## src/rtl/xp_pkg.sv

```systemverilog
package xp_pkg;
    localparam int SEL_W  = 3;
    localparam int CODE_W = SEL_W + 1;

    typedef struct packed {
        logic             en;
        logic             gnd;
        logic [SEL_W-1:0] sel;
    } route_t;

    typedef enum logic [SEL_W-1:0] {
        CC_GND_A      = 3'd0,
        CC_GND_B      = 3'd1,
        CC_ONE_OFF    = 3'd2,
        CC_ONE_ON     = 3'd3,
        CC_ALL_OFF    = 3'd4,
        CC_ALL_ON     = 3'd5,
        CC_SYNC       = 3'd6,
        CC_SOFT_LATCH = 3'd7
    } ctl_code_e;

    typedef struct packed {
        logic route;
        logic ground;
        logic one_off;
        logic one_on;
        logic all_off;
        logic all_on;
        logic xfer;
        logic xfer_if_latch;
    } cmd_t;

    localparam route_t ROUTE_RESET = '{en: 1'b0, gnd: 1'b0, sel: '0};
endpackage

```

## src/rtl/xp_edge_det.sv

```systemverilog
module xp_edge_det #(
    parameter int W = 1
) (
    input  logic         clk,
    input  logic         rst_n,
    input  logic [W-1:0] sig_i,
    output logic [W-1:0] rise_o
);
    logic [W-1:0] sig_d, sig_q;

    always_comb begin
        sig_d  = sig_i;
        rise_o = sig_i & ~sig_q;
    end

    always_ff @(posedge clk or negedge rst_n) begin
        if (!rst_n) sig_q <= '0;
        else        sig_q <= sig_d;
    end

    // a held-high input never produces two pulses in a row
    AST_RISE_SINGLE: assert property (@(posedge clk) disable iff (!rst_n)
        (rise_o != '0) |=> ((rise_o & $past(rise_o)) == '0));
endmodule

```

## src/rtl/xp_cmd_decode.sv

```systemverilog
module xp_cmd_decode
    import xp_pkg::*;
(
    input  logic [CODE_W-1:0] code_i,
    output cmd_t              cmd_o
);
    always_comb begin
        cmd_o = '0;
        if (!code_i[CODE_W-1]) begin
            cmd_o.route = 1'b1;
        end else begin
            unique case (ctl_code_e'(code_i[SEL_W-1:0]))
                CC_GND_A,
                CC_GND_B:      cmd_o.ground = 1'b1;
                CC_ONE_OFF:    cmd_o.one_off = 1'b1;
                CC_ONE_ON: begin
                    cmd_o.one_on = 1'b1;
                    cmd_o.xfer   = 1'b1;
                end
                CC_ALL_OFF: begin
                    cmd_o.all_off = 1'b1;
                    cmd_o.xfer    = 1'b1;
                end
                CC_ALL_ON: begin
                    cmd_o.all_on = 1'b1;
                    cmd_o.xfer   = 1'b1;
                end
                CC_SYNC:       cmd_o.xfer = 1'b1;
                CC_SOFT_LATCH: cmd_o.xfer_if_latch = 1'b1;
                default:       cmd_o = '0;
            endcase
        end
    end
endmodule

```

## src/rtl/xp_field_decode.sv

```systemverilog
module xp_field_decode
    import xp_pkg::*;
(
    input  logic [CODE_W-1:0] code_i,
    output route_t            route_o
);
    always_comb begin
        route_o = ROUTE_RESET;
        if (!code_i[CODE_W-1]) begin
            route_o.sel = code_i[SEL_W-1:0];
            route_o.en  = 1'b1;
        end else if (code_i[SEL_W-1:1] == '0) begin
            route_o.gnd = 1'b1;
            route_o.en  = 1'b1;
        end
    end
endmodule

```

## src/rtl/xp_shift_chain.sv

```systemverilog
module xp_shift_chain #(
    parameter int LEN = 32
) (
    input  logic           clk,
    input  logic           rst_n,
    input  logic           shift_i,
    input  logic           bit_i,
    output logic [LEN-1:0] chain_o,
    output logic           msb_o
);
    logic [LEN-1:0] chain_d, chain_q;

    always_comb begin
        chain_d = chain_q;
        if (shift_i) chain_d = {chain_q[LEN-2:0], bit_i};
    end

    always_ff @(posedge clk or negedge rst_n) begin
        if (!rst_n) chain_q <= '0;
        else        chain_q <= chain_d;
    end

    assign chain_o = chain_q;
    assign msb_o   = chain_q[LEN-1];

    AST_SHIFT_LSB: assert property (@(posedge clk) disable iff (!rst_n)
        shift_i |=> (chain_o[0] == $past(bit_i)));
    AST_SHIFT_CARRY: assert property (@(posedge clk) disable iff (!rst_n)
        shift_i |=> (msb_o == $past(chain_o[LEN-2])));
endmodule

```

## src/rtl/xp_route_ctl.sv

```systemverilog
module xp_route_ctl
    import xp_pkg::*;
#(
    parameter int N_OUT = 8,
    localparam int ADDR_W  = (N_OUT > 1) ? $clog2(N_OUT) : 1,
    localparam int CHAIN_W = N_OUT * CODE_W
) (
    input  logic                   clk,
    input  logic                   rst_n,
    input  logic                   wr_i,
    input  logic                   ce_n_i,
    input  logic                   ce_i,
    input  logic                   ser_mode_i,
    input  logic                   edge_mode_i,
    input  logic                   latch_i,
    input  logic [ADDR_W-1:0]      addr_i,
    input  logic [CODE_W-1:0]      data_i,
    output logic                   ser_o,
    output logic [N_OUT*SEL_W-1:0] sel_o,
    output logic [N_OUT-1:0]       buf_en_o,
    output logic [N_OUT-1:0]       gnd_o
);
    // N_OUT is expected to be a power of two so every address is a valid output

    typedef struct packed {
        route_t [N_OUT-1:0] r1;
        route_t [N_OUT-1:0] r2;
    } ctl_state_t;

    ctl_state_t         st_d, st_q;
    logic [1:0]         rise;
    logic               wr_rise, latch_rise;
    logic               strobe, par_wr, ser_shift, xfer_cmd;
    cmd_t               cmd;
    logic [CHAIN_W-1:0] chain;
    logic               chain_msb;
    route_t [N_OUT-1:0] field_r;
    route_t [N_OUT-1:0] eff;

    xp_edge_det #(.W(2)) u_edges (
        .clk    (clk),
        .rst_n  (rst_n),
        .sig_i  ({latch_i, wr_i}),
        .rise_o (rise)
    );

    assign wr_rise    = rise[0];
    assign latch_rise = rise[1];
    assign strobe     = wr_rise & ~ce_n_i & ce_i;
    assign par_wr     = strobe & ~ser_mode_i;
    assign ser_shift  = strobe & ser_mode_i;

    xp_cmd_decode u_cmd (
        .code_i (data_i),
        .cmd_o  (cmd)
    );

    xp_shift_chain #(.LEN(CHAIN_W)) u_chain (
        .clk     (clk),
        .rst_n   (rst_n),
        .shift_i (ser_shift),
        .bit_i   (data_i[0]),
        .chain_o (chain),
        .msb_o   (chain_msb)
    );

    for (genvar g = 0; g < N_OUT; g++) begin : g_field
        xp_field_decode u_fd (
            .code_i  (chain[g*CODE_W +: CODE_W]),
            .route_o (field_r[g])
        );
    end

    // what a latch transfer copies: the chain fields in serial mode, else the staging rank
    assign eff = ser_mode_i ? field_r : st_q.r1;

    always_comb begin
        st_d     = st_q;
        xfer_cmd = 1'b0;
        if (par_wr) begin
            if (cmd.all_off || cmd.all_on) begin
                for (int i = 0; i < N_OUT; i++) st_d.r1[i].en = cmd.all_on;
            end
            if (cmd.route) begin
                st_d.r1[addr_i].sel = data_i[SEL_W-1:0];
                st_d.r1[addr_i].gnd = 1'b0;
            end
            if (cmd.ground)  st_d.r1[addr_i].gnd = 1'b1;
            if (cmd.one_off) st_d.r1[addr_i].en  = 1'b0;
            if (cmd.one_on)  st_d.r1[addr_i].en  = 1'b1;
            xfer_cmd = cmd.xfer | (cmd.xfer_if_latch & latch_i);
        end
        if (xfer_cmd) begin
            st_d.r2 = st_d.r1;
        end else if (edge_mode_i ? latch_rise : ~latch_i) begin
            st_d.r2 = eff;
        end
    end

    always_ff @(posedge clk or negedge rst_n) begin
        if (!rst_n) begin
            st_q.r1 <= {N_OUT{ROUTE_RESET}};
            st_q.r2 <= {N_OUT{ROUTE_RESET}};
        end else begin
            st_q <= st_d;
        end
    end

    for (genvar g = 0; g < N_OUT; g++) begin : g_out
        assign sel_o[g*SEL_W +: SEL_W] = st_q.r2[g].sel;
        assign buf_en_o[g]             = st_q.r2[g].en;
        assign gnd_o[g]                = st_q.r2[g].gnd;
    end
    assign ser_o = chain_msb;

    AST_GATED_WRITE: assert property (@(posedge clk) disable iff (!rst_n)
        (wr_rise && (ce_n_i || !ce_i)) |=> ($stable(st_q.r1) && $stable(chain)));
    AST_EDGE_HOLD: assert property (@(posedge clk) disable iff (!rst_n)
        (edge_mode_i && !latch_rise && !xfer_cmd) |=> $stable(st_q.r2));
    AST_LEVEL_FOLLOW: assert property (@(posedge clk) disable iff (!rst_n)
        (!edge_mode_i && !latch_i && !xfer_cmd) |=> (st_q.r2 == $past(eff)));
    AST_ALL_OFF: assert property (@(posedge clk) disable iff (!rst_n)
        (par_wr && cmd.all_off) |=> (buf_en_o == '0));
    AST_SOFT_LATCH_LOW: assert property (@(posedge clk) disable iff (!rst_n)
        (par_wr && cmd.xfer_if_latch && !latch_i && edge_mode_i) |=> $stable(st_q.r2));
    AST_ONE_ON_XFER: assert property (@(posedge clk) disable iff (!rst_n)
        (par_wr && cmd.one_on) |=> (st_q.r2 == st_q.r1));
endmodule

```

## config.mk

```make
export PLATFORM = sky130hd
export DESIGN_NAME = xp_route_ctl
export DESIGN_NICKNAME = d
export VERILOG_FILES = /design/src/rtl/xp_pkg.sv /design/src/rtl/xp_edge_det.sv /design/src/rtl/xp_cmd_decode.sv /design/src/rtl/xp_field_decode.sv /design/src/rtl/xp_shift_chain.sv /design/src/rtl/xp_route_ctl.sv
export SDC_FILE = /design/constraint.sdc
export NUM_CORES = 1
export LEC_CHECK = 0
export ABC_AREA = 1
export BUFFER_PORTS_ARGS = -buffer_cell sky130_fd_sc_hd__buf_2
export CAP_MARGIN = 20
export CORE_MARGIN = 3
export CORE_UTILIZATION = 29
export DETAILED_ROUTE_END_ITERATION = 12
export PLACE_DENSITY_LB_ADDON = 0.2
export SYNTH_ARGS = -nofsm -noshare
export SYNTH_HDL_FRONTEND = slang
export SYNTH_SLANG_ARGS = --single-unit
```

## constraint.sdc

```tcl
create_clock -name clk -period 1.32 [get_ports clk]
set_input_delay 0.066 -clock clk [delete_from_list [all_inputs] [get_ports clk]]
set_output_delay 0.066 -clock clk [all_outputs]
set_load 0.1 [all_outputs]
```

==> summary.md, run 1 <==
| Metric | Value |
|---|---|
| Post-synth top cells | 271 x nand2_1, 114 x dfrtp_1, 86 x o21ai_0 |
| Largest net degree at the start of global routing | 65 |
| Top-count cell post-synth | nand2_1 |
| Hold Path Class | in2reg |
| Sequential area share after synthesis | 50.8% |
| Crit Reg-Reg Endpoint | sel_o[19]$_DFFE_PN0P_ |
| Leakage | 3.64 nW |
| Fraction of layout cells with a size suffix above 1 | 27.1% |
| Synth Warn # | 0 |
| Multiplexer share of the synthesized area | 0% |
| Total power | 11.2 mW |
| Dpl hpwl | 11100 µm |
| Fmax | 0.713 GHz |
| Worst-case clock buffer depth | 2 |
| Fin nets | 795 |
| Num CTS Buffers | 17 |
| WS Path Type | reg2reg |
| Clock skew | 0.00467 ns |
| Grt ovf | 0 |
| Tmin final | 1.40 ns |
| Clk root buf | clkbuf_16 |
| Hold Crit Endpoint | st_q[63]$_DFF_PN0_ |
| Via Count | 4713 |
| Post-synth net total | 736 |
| Cells after synthesis | 721 |
| Simple-Gate Fraction of Synth Area | 26.5% |
| Max Cap Viol | 0 |
| Final GP Congestion | 0.821 |
| Avg Inst Size Synth | 7.79 µm² |
| Outcome | finished with violations |
| DR vias/cell | 4.48 |
| # port buffers | 55 |
| Slew Viols, Final | 0 |
| Fin Setup TNS | -3.32 ns |
| Critical hold path startpoint | addr_i[2] |
| CP max FO | 6 |
| Post-Syn Area | 0.00562 mm² |
| Crit path launch type | flip-flop |
| Layout area overhead | 31.3% |
| Detailed-route wire length | 15900 µm |
| Tcrit/Tclk final | 106% |
| Starting Density | 29.7% |
| Share of flip-flops with an asynchronous set or reset | 100% |
| Filler-free cell count of the finished design | 1053 |
| Fillers | 2011 |
| Drt pass-1 iters | 4 |
| XOR/XNOR Fraction of Synth Area | 0% |
| Post-route ant nets | 0 |
| PD cells | 1520 mW/mm² |
| Clock sinks | 114 |
| Slew @ Worst Pin | 0.586 ns |
| Synth Area in Compound Gates | 11.0% |
| Max-slew headroom | 60.8% |
| Synth Area in Adders | 0% |
| TritonCTS clock tree | yes |
| Failing checks | negative setup slack |
| Die footprint | 0.0211 mm² |
| Critical Path AT | 1.76 ns |
| Latest clock arrival within the worst-skew pair | 0.42 ns |
| Crit path largest cell delay | 0.37 ns |
| Endpoints failing hold | 0 |
| Required arrival time at the worst endpoint | 1.67 ns |
| CORE AREA | 0.0189 mm² |
| Final setup violation count | 73 |
| Unrepaired setup endpoints after global routing | true |
| Hold Slack | 0.0222 ns |
| Site Rows | 50 |
| Clk pin slew, worst setup/hold paths | 0.06 ns |
| Synth top area cells | dfrtp_1 51%, nand2_1 18%, o21ai_0 7.7% |
| Die X | 145 µm |
| Distinct cells, synth | 26 |
| Placed cells | 1009 |
| Reg-to-reg setup timing slack | -0.08 ns |
| Crit. End Element | flip-flop |
| Wirelength per Cell | 15.1 µm |
| Diodes inserted | 0 |
| Vias in the first global route | 4965 |
| Boundary Pins | 56 |
| Cell depth of the worst flop-to-flop path | 9 |
| Post-route DRC violation count | 0 |
| DRT iter0 DRCs | 304 |
| GRT Util Overall | 15.8% |
| Yosys top cell by area | dfrtp_1 |
| Die Y | 145 µm |
| Worst Setup Slack, final | -0.0829 ns |
| Htree depth | 4 |
| Worst VDD drop | 869 µV |
| Yosys reg bits | 114 |
| Min-Delay Path Depth | 3 |
| Area share of the largest cell type after synthesis | 50.8% |
| RR Startpoint | u_edges.sig_q[0]$_DFF_PN0_ |
| Most common flop cell mapped by yosys | dfrtp_1 |
| First-pass GRT wire length | 26500 µm |
| Initial antenna violation count | 1 |
| Largest family of logic cells by synthesized area | simple AND/OR/NAND/NOR gates |
| Number of synthesized flops with an enable pin | 0 |
| Slowest CP cell | dfrtp_1 |
| Crit-path cells | nor2_2 > buf_6 > nand3_4 > inv_4 > nand3_4 > nand2_8 > clkbuf_16 > nand2_1 > nand2_1 |
[worst max-delay path by stage]
stage,to,slack [ns],start,depth (start not counted)
3_3_place_gp,buf_en_o[6]$_DFFE_PN0P_,-0.12,u_edges.sig_q[0]$_DFF_PN0_,8
5_1_grt,st_q[56]$_DFF_PN0_,-0.16,u_edges.sig_q[0]$_DFF_PN0_,8
4_1_cts,st_q[42]$_DFF_PN0_,-0.07,u_edges.sig_q[0]$_DFF_PN0_,8
6_report,sel_o[19]$_DFFE_PN0P_,-0.08,u_edges.sig_q[0]$_DFF_PN0_,9
3_5_place_dp,buf_en_o[6]$_DFFE_PN0P_,-0.13,u_edges.sig_q[0]$_DFF_PN0_,8
2_1_floorplan,buf_en_o[5]$_DFFE_PN0P_,0.004,u_edges.sig_q[0]$_DFF_PN0_,7
[worst max-delay path, delay by kind of cell, from the launching register on]
family,cells,cell delay (ns)
DFF,1,0.37
and+or+nand+nor,6,0.59
buffers and inverters,3,0.38
[layout by cell type (no fill, tap or decap), types with 17 or more instances in the layout]
cell and instances:
nor2_1 28, nand3_1 52, dfrtp_1 113, inv_1 59
buf_4 26, buf_2 50, nand2_2 33, clkbuf_16 18
nand2_1 219, o21ai_1 17, o21ai_0 59
[registers in the layout, summed over array words and instances, names as in the netlist]
name and flops:
st_q 40, u_chain.chain_o 32, sel_o 24, buf_en_o 8, gnd_o 8, u_edges.sig_q 2
[per-stage QoR]
| step | util (%) | area [µm²] | worst slack [ns] |
|---|---|---|---|
| after global routing | 39.0 | 7380 | -0.162 |
| final | 39.0 | 7380 | -0.0829 |
| after floorplan | - | 5620 | 0.00384 |
| after global placement | 32.7 | 6180 | -0.118 |
| after CTS | 37.6 | 7100 | -0.0652 |
| after detailed placement | 32.7 | 6180 | -0.129 |
[metal layers]
| layer | global-route usage [%] | routed length, µm | vias to the layer above |
|---|---|---|---|
| met1 | 20.5 | 7310 | 2243 |
| met4 | 3.89 | 163 | 2 |
| met2 | 26.7 | 7810 | 68 |
| li1 | - | - | 2385 |
| met3 | 4.06 | 570 | 15 |
| met5 | 0 | 7 | - |
[cell type report]
cell class              instances  area (µm²)  share of cell area, %
well taps                     260         325                   4.41
flip-flops and latches        114        2850                   38.7
multi-input cells             481        2500                   33.9
inverters                      62         235                   3.19
repair buffers                104         868                   11.8
clock buffers                  18         429                   5.82
clock inverters                14         164                   2.22
[report_power, final]
part           switching [mW]  total, mW  internal, mW
clock network            1.68       4.63          2.95
logic                    1.84       2.45         0.608
registers               0.255       4.10          3.84
total                    3.77       11.2          7.41
[kinds of logic after synthesis]
family | Yosys count
flops | 114
buf+inv | 126
compound gates | 113
simple gates | 368
[timing repair]
item / CTS / global route
setup buffers: 5 / 0
cloned: 1 / 1
hold endpoints to repair: 117 / 0
pin swaps: 14 / 16
hold buffers: 5 / 0
gates resized for setup: 70 / 84
setup endpoints to repair: 73 / 115
(Power assumes the default switching activity.)
==> run 2, diff against run 1 <==
==> constraint.sdc (replaced) <==
create_clock -name clk -period 1.32 [get_ports clk]
set_input_delay 0.066 -clock clk [delete_from_list [all_inputs] [get_ports clk]]
set_output_delay 0.066 -clock clk [all_outputs]
set_load 0.005 [all_outputs]
==> summary.md, run 2 (same netlist as run 1, synthesis figures left out) <==
| Metric | Value |
|---|---|
| Outcome | finished with violations |
| Failing checks | negative setup slack |
| Worst-case clock buffer depth | 2 |
| Critical Path Start | u_edges.sig_q[0]$_DFF_PN0_ |
| PD cells | 1460 mW/mm² |
| Most frequent cells in the layout | 257 x nand2_1, 114 x dfrtp_1, 78 x o21ai_0, 60 x inv_1, 56 x nand3_1 |
| Crit-path cells | nor2_4 > nand3_4 > nor2_4 > buf_4 > nand2_2 > nand2_1 > o21ai_0 |
| Initial antenna violation count | 0 |
| Area of the multi-input gates | 0.00224 mm² |
| Max-slew headroom | 73.8% |
| Endpoints failing hold | 0 |
| Site Rows | 50 |
| Crit path launch type | flip-flop |
| Fraction of layout cells with a size suffix above 1 | 19.6% |
| Layout area overhead | 24.7% |
| Required arrival time at the worst endpoint | 1.62 ns |
| Via Count | 4685 |
| Fmax | 0.721 GHz |
| Reg with most FFs | st_q |
| Starting Density | 29.7% |
| Slew Viols, Final | 0 |
| Grt peak-use layer | met2 |
| Dpl hpwl | 11000 µm |
| Detailed-route wire length | 15600 µm |
| Clock sinks | 114 |
| Grt ovf | 0 |
| Largest net degree at the start of global routing | 65 |
| Clk root buf | clkbuf_16 |
| Tcrit/Tclk final | 105% |
| Hold Path Class | in2reg |
| Max reg flops | 40 |
| Seq. cell area | 0.00285 mm² |
| Crit Reg-Reg Endpoint | st_q[61]$_DFF_PN0_ |
| Slew @ Worst Pin | 0.391 ns |
| DRT iter0 DRCs | 321 |
| Cell depth of the worst flop-to-flop path | 7 |
| Latest clock arrival within the worst-skew pair | 0.42 ns |
| Post-route DRC violation count | 0 |
| Tmin final | 1.39 ns |
| Met1 GRT Util | 20.1% |
| Crit path max-delay family | simple AND/OR/NAND/NOR gates |
| Wirelength per Cell | 14.9 µm |
| First-pass GRT wire length | 25700 µm |
| Routing usage on met3 | 4.68% |
| Unrepaired setup endpoints after global routing | true |
| Crit path largest cell delay | 0.39 ns |
| Final instance area | 0.00700 mm² |
| Htree depth | 4 |
| DR vias/cell | 4.47 |
| Clk pin slew, worst setup/hold paths | 0.05 ns |
| Commonest non-fill, non-tap cell in the layout | nand2_1 |
| Final setup violation count | 71 |
| Die X | 145 µm |
| Die Y | 145 µm |
| Most common cell on crit path | nor2_4 |
| Critical Path AT | 1.69 ns |
| Boundary Pins | 56 |
| Max Cap Viol | 0 |
| Drt pass-1 iters | 5 |
| Dpl cell area | 0.00613 mm² |
| CORE AREA | 0.0189 mm² |
| Buf/Inv on CP | 1 |
| Worst setup path endpoint | st_q[61]$_DFF_PN0_ |
| Vias in the first global route | 4758 |
| Clock skew | 0.00597 ns |
| Diodes inserted | 0 |
| Die footprint | 0.0211 mm² |
| Worst VDD drop | 823 µV |
| Post-route ant nets | 0 |
| Worst Setup Slack, final | -0.0666 ns |
| RR Startpoint | u_edges.sig_q[0]$_DFF_PN0_ |
| GR Util met2 | 25.4% |
| Slowest CP cell | dfrtp_1 |
| Crit. End Element | flip-flop |
| Fin nets | 790 |
| CP max FO | 7 |
| Leakage | 3.53 nW |
| Reg-to-reg setup timing slack | -0.07 ns |
| Fillers | 2027 |
| GRT Util Overall | 15.5% |
| WS Path Type | reg2reg |
| Total power | 10.2 mW |
| # port buffers | 55 |
| Num CTS Buffers | 17 |
| TritonCTS clock tree | yes |
| WP depth | 7 |
| Final GP Congestion | 0.851 |
==> run 2: per-layer routing <==
layer | share of wire (%) | wire, µm
met1 | 47 | 7290
met2 | 48 | 7530
met3 | 3.8 | 598
met4 | 0.96 | 150
met5 | 0 | 0
==> run 2: what timing repair did <==
| action | CTS | global route |
|---|---|---|
| gates cloned | 1 | 0 |
| endpoints found under the hold margin | 116 | 0 |
| pin swaps | 2 | 2 |
| hold buffers | 3 | 0 |
| buffers inserted | 0 | 6 |
| endpoints found under the setup margin | 80 | 75 |
| resized for setup | 13 | 36 |
==> run 2: how the worst min path moves through the flow <==
stage	startpoint	to	cells past startpoint
after floorplan	rst_n	buf_en_o[0]$_DFFE_PN0P_	0
after global placement	rst_n	u_chain.chain_o[20]$_DFFE_PN0P_	1
after detailed placement	rst_n	u_chain.chain_o[20]$_DFFE_PN0P_	1
after CTS	addr_i[0]	st_q[48]$_DFF_PN0_	3
after global routing	addr_i[1]	st_q[53]$_DFF_PN0_	3
final	addr_i[1]	st_q[53]$_DFF_PN0_	3
==> run 2: tightest hold or removal path: stages <==
cell and delay, ns:
buf_2 0.15, nand3_1 0.11, o21ai_1 0.07
==> run 2: stage by stage <==
step / utilization, % / setup WS (ns) / setup TNS, ns / cells / hold slack (ns)
after floorplan: - / 0.00384 / 0 / 721 / -0.230
after global placement: 32.5 / -0.153 / -7.26 / 1006 / -0.00790
after detailed placement: 32.5 / -0.220 / -13.00 / 1006 / -0.00964
after CTS: 36.2 / -0.0671 / -1.46 / 1041 / 0.0163
after global routing: 37.1 / -0.164 / -7.92 / 1047 / 0.0227
final: 37.1 / -0.0666 / -2.00 / 1047 / 0.0241
==> run 2: power breakdown <==
group / switching [mW] / total [mW] / internal, mW
combinational: 0.785 / 1.32 / 0.533
sequential: 0.248 / 4.09 / 3.84
clock: 1.65 / 4.79 / 3.14
==> run 2: cell type report <==
class,count,share of cell area (%)
multi-input combinational,481,31.9
tap,260,4.64
timing repair buffer,99,10.6
clock inverter,10,1.88
inverter,62,3.32
sequential,114,40.7
clock buffer,21,6.86
==> run 3, diff against run 2 <==
Clock period 1.32 ns to 1.7 ns, I/O delays scaled along.
==> summary.md, run 3 (same netlist as run 1, synthesis figures left out) <==
| Metric | Value |
|---|---|
| CP max FO | 24 |
| Max reg flops | 40 |
| CORE AREA | 0.0189 mm² |
| Commonest non-fill, non-tap cell in the layout | nand2_1 |
| Diodes inserted | 0 |
| Unrepaired setup endpoints after global routing | false |
| Worst Setup Slack, final | 0.232 ns |
| Die X | 145 µm |
| Worst VDD drop | 649 µV |
| Dpl hpwl | 11000 µm |
| Crit path max-delay family | buffers and inverters |
| Slowest CP cell | dlygate4sd3_1 |
| Tmin final | 1.47 ns |
| Die footprint | 0.0211 mm² |
| Max Cap Viol | 0 |
| Required arrival time at the worst endpoint | 2.00 ns |
| Layout area overhead | 17.6% |
| Detailed-route wire length | 15200 µm |
| Vias in the first global route | 4599 |
| PD cells | 1120 mW/mm² |
| Post-route ant nets | 0 |
| Num CTS Buffers | 17 |
| Most frequent cells in the layout | 271 x nand2_1, 114 x dfrtp_1, 86 x o21ai_0, 60 x inv_1, 56 x nand3_1 |
| Worst-case clock buffer depth | 2 |
| Setup WS pre-CTS | 0.196 ns |
| Clk root buf | clkbuf_16 |
| Wirelength per Cell | 14.8 µm |
| Crit. End Element | flip-flop |
| Slew Viols, Final | 0 |
| Setup repair bufs after CTS | 0 |
| First-pass GRT wire length | 25300 µm |
| Max-slew headroom | 63.8% |
| Site Rows | 50 |
| Crit path launch type | input port |
| # port buffers | 55 |
| Final setup violation count | 0 |
| Clock skew | 0.00868 ns |
| Post-route DRC violation count | 0 |
| TritonCTS clock tree | yes |
| Final GP Congestion | 0.813 |
| Critical Path AT | 1.77 ns |
| Crit path largest cell delay | 0.52 ns |
| Clk pin slew, worst setup/hold paths | 0.05 ns |
| Drt pass-1 iters | 4 |
| Outcome | finished clean |
| Fraction of layout cells with a size suffix above 1 | 15.3% |
| Fin nets | 773 |
| DRT iter0 DRCs | 268 |
| Largest net degree at the start of global routing | 65 |
| Fin Setup TNS | 0 ns |
| Fmax | 0.681 GHz |
| GRT Util Overall | 15.3% |
| Total power | 7.42 mW |
| Endpoints failing hold | 0 |
| Most common cell on crit path | nand2_1 |
| Latest clock arrival within the worst-skew pair | 0.42 ns |
| WS Path Type | in2reg |
| Crit-path cells | dlygate4sd3_1 > buf_2 > inv_1 > nor2_1 > nand2_1 > o21ai_2 > inv_1 > buf_4 > nand2_1 > nand3_1 > nand2_1 |
| DR vias/cell | 4.41 |
| Starting Density | 29.7% |
| Htree depth | 4 |
| Slew @ Worst Pin | 0.543 ns |
| Buf/Inv on CP | 5 |
| Die Y | 145 µm |
| Leakage | 3.30 nW |
| Fillers | 2085 |
| Initial antenna violation count | 1 |
| Clock sinks | 114 |
| Grt ovf | 0 |
| Hold Path Class | in2async |
| Via Count | 4533 |
| Boundary Pins | 56 |
| Reg with most FFs | st_q |
| Tcrit/Tclk final | 86.3% |
run 3: final timing paths:
kind / start / to / slack, ns / depth (start not counted)
max: latch_i / buf_en_o[1]$_DFFE_PN0P_ / 0.23 / 11
min: rst_n / u_chain.chain_o[20]$_DFFE_PN0P_ / 0.05 / 2
max reg2reg: u_edges.sig_q[1]$_DFF_PN0_ / gnd_o[3]$_DFFE_PN0P_ / 0.27 / 7
min reg2reg: st_q[68]$_DFF_PN0_ / st_q[68]$_DFF_PN0_ / 0.47 / 2
max in group asynchronous: rst_n / buf_en_o[0]$_DFFE_PN0P_ / 1.10 / 3
min in group clk: addr_i[1] / st_q[53]$_DFF_PN0_ / 0.05 / 3
run 3: cell type report:
cell class	count	area, µm²	area share (%)
tap	260	325	4.93
clock buffer	26	529	8.01
inverter	62	233	3.52
sequential	114	2850	43.2
clock inverter	4	22.5	0.341
multi-input combinational	481	2120	32.1
timing repair buffer	82	526	7.96
run 3: metal layers:
metal	vias to the layer above	track usage (%)	part of all wire (%)
met4	2	5.22	1.3
met5	-	0	0.085
met1	2119	20.3	47
met3	16	4.15	3.5
li1	2334	-	-
met2	62	24.3	48
run 3: metrics by stage:
step           std cells  area [µm²]  hold slack (ns)  utilization, %
5_1_grt             1029        6610           0.0511            35.0
2_1_floorplan        721        5620           -0.211               -
3_3_place_gp         996        6020          -0.0658            31.9
6_report            1029        6610           0.0479            35.0
3_5_place_dp         996        6020          -0.0662            31.9
4_1_cts             1029        6600           0.0271            34.9
run 3: power breakdown:
group / internal, mW / total, mW / switching, mW
combinational: 0.372 / 0.953 / 0.581
sequential: 2.99 / 3.18 / 0.192
clock: 2.10 / 3.29 / 1.19
total: 5.46 / 7.42 / 1.96
run 3: repair_timing:
| item | in CTS | in global routing |
|---|---|---|
| gates resized for setup | 0 | 1 |
| endpoints found under the setup margin | 0 | 1 |
| endpoints found under the hold margin | 116 | 0 |
| hold buffers | 3 | 0 |
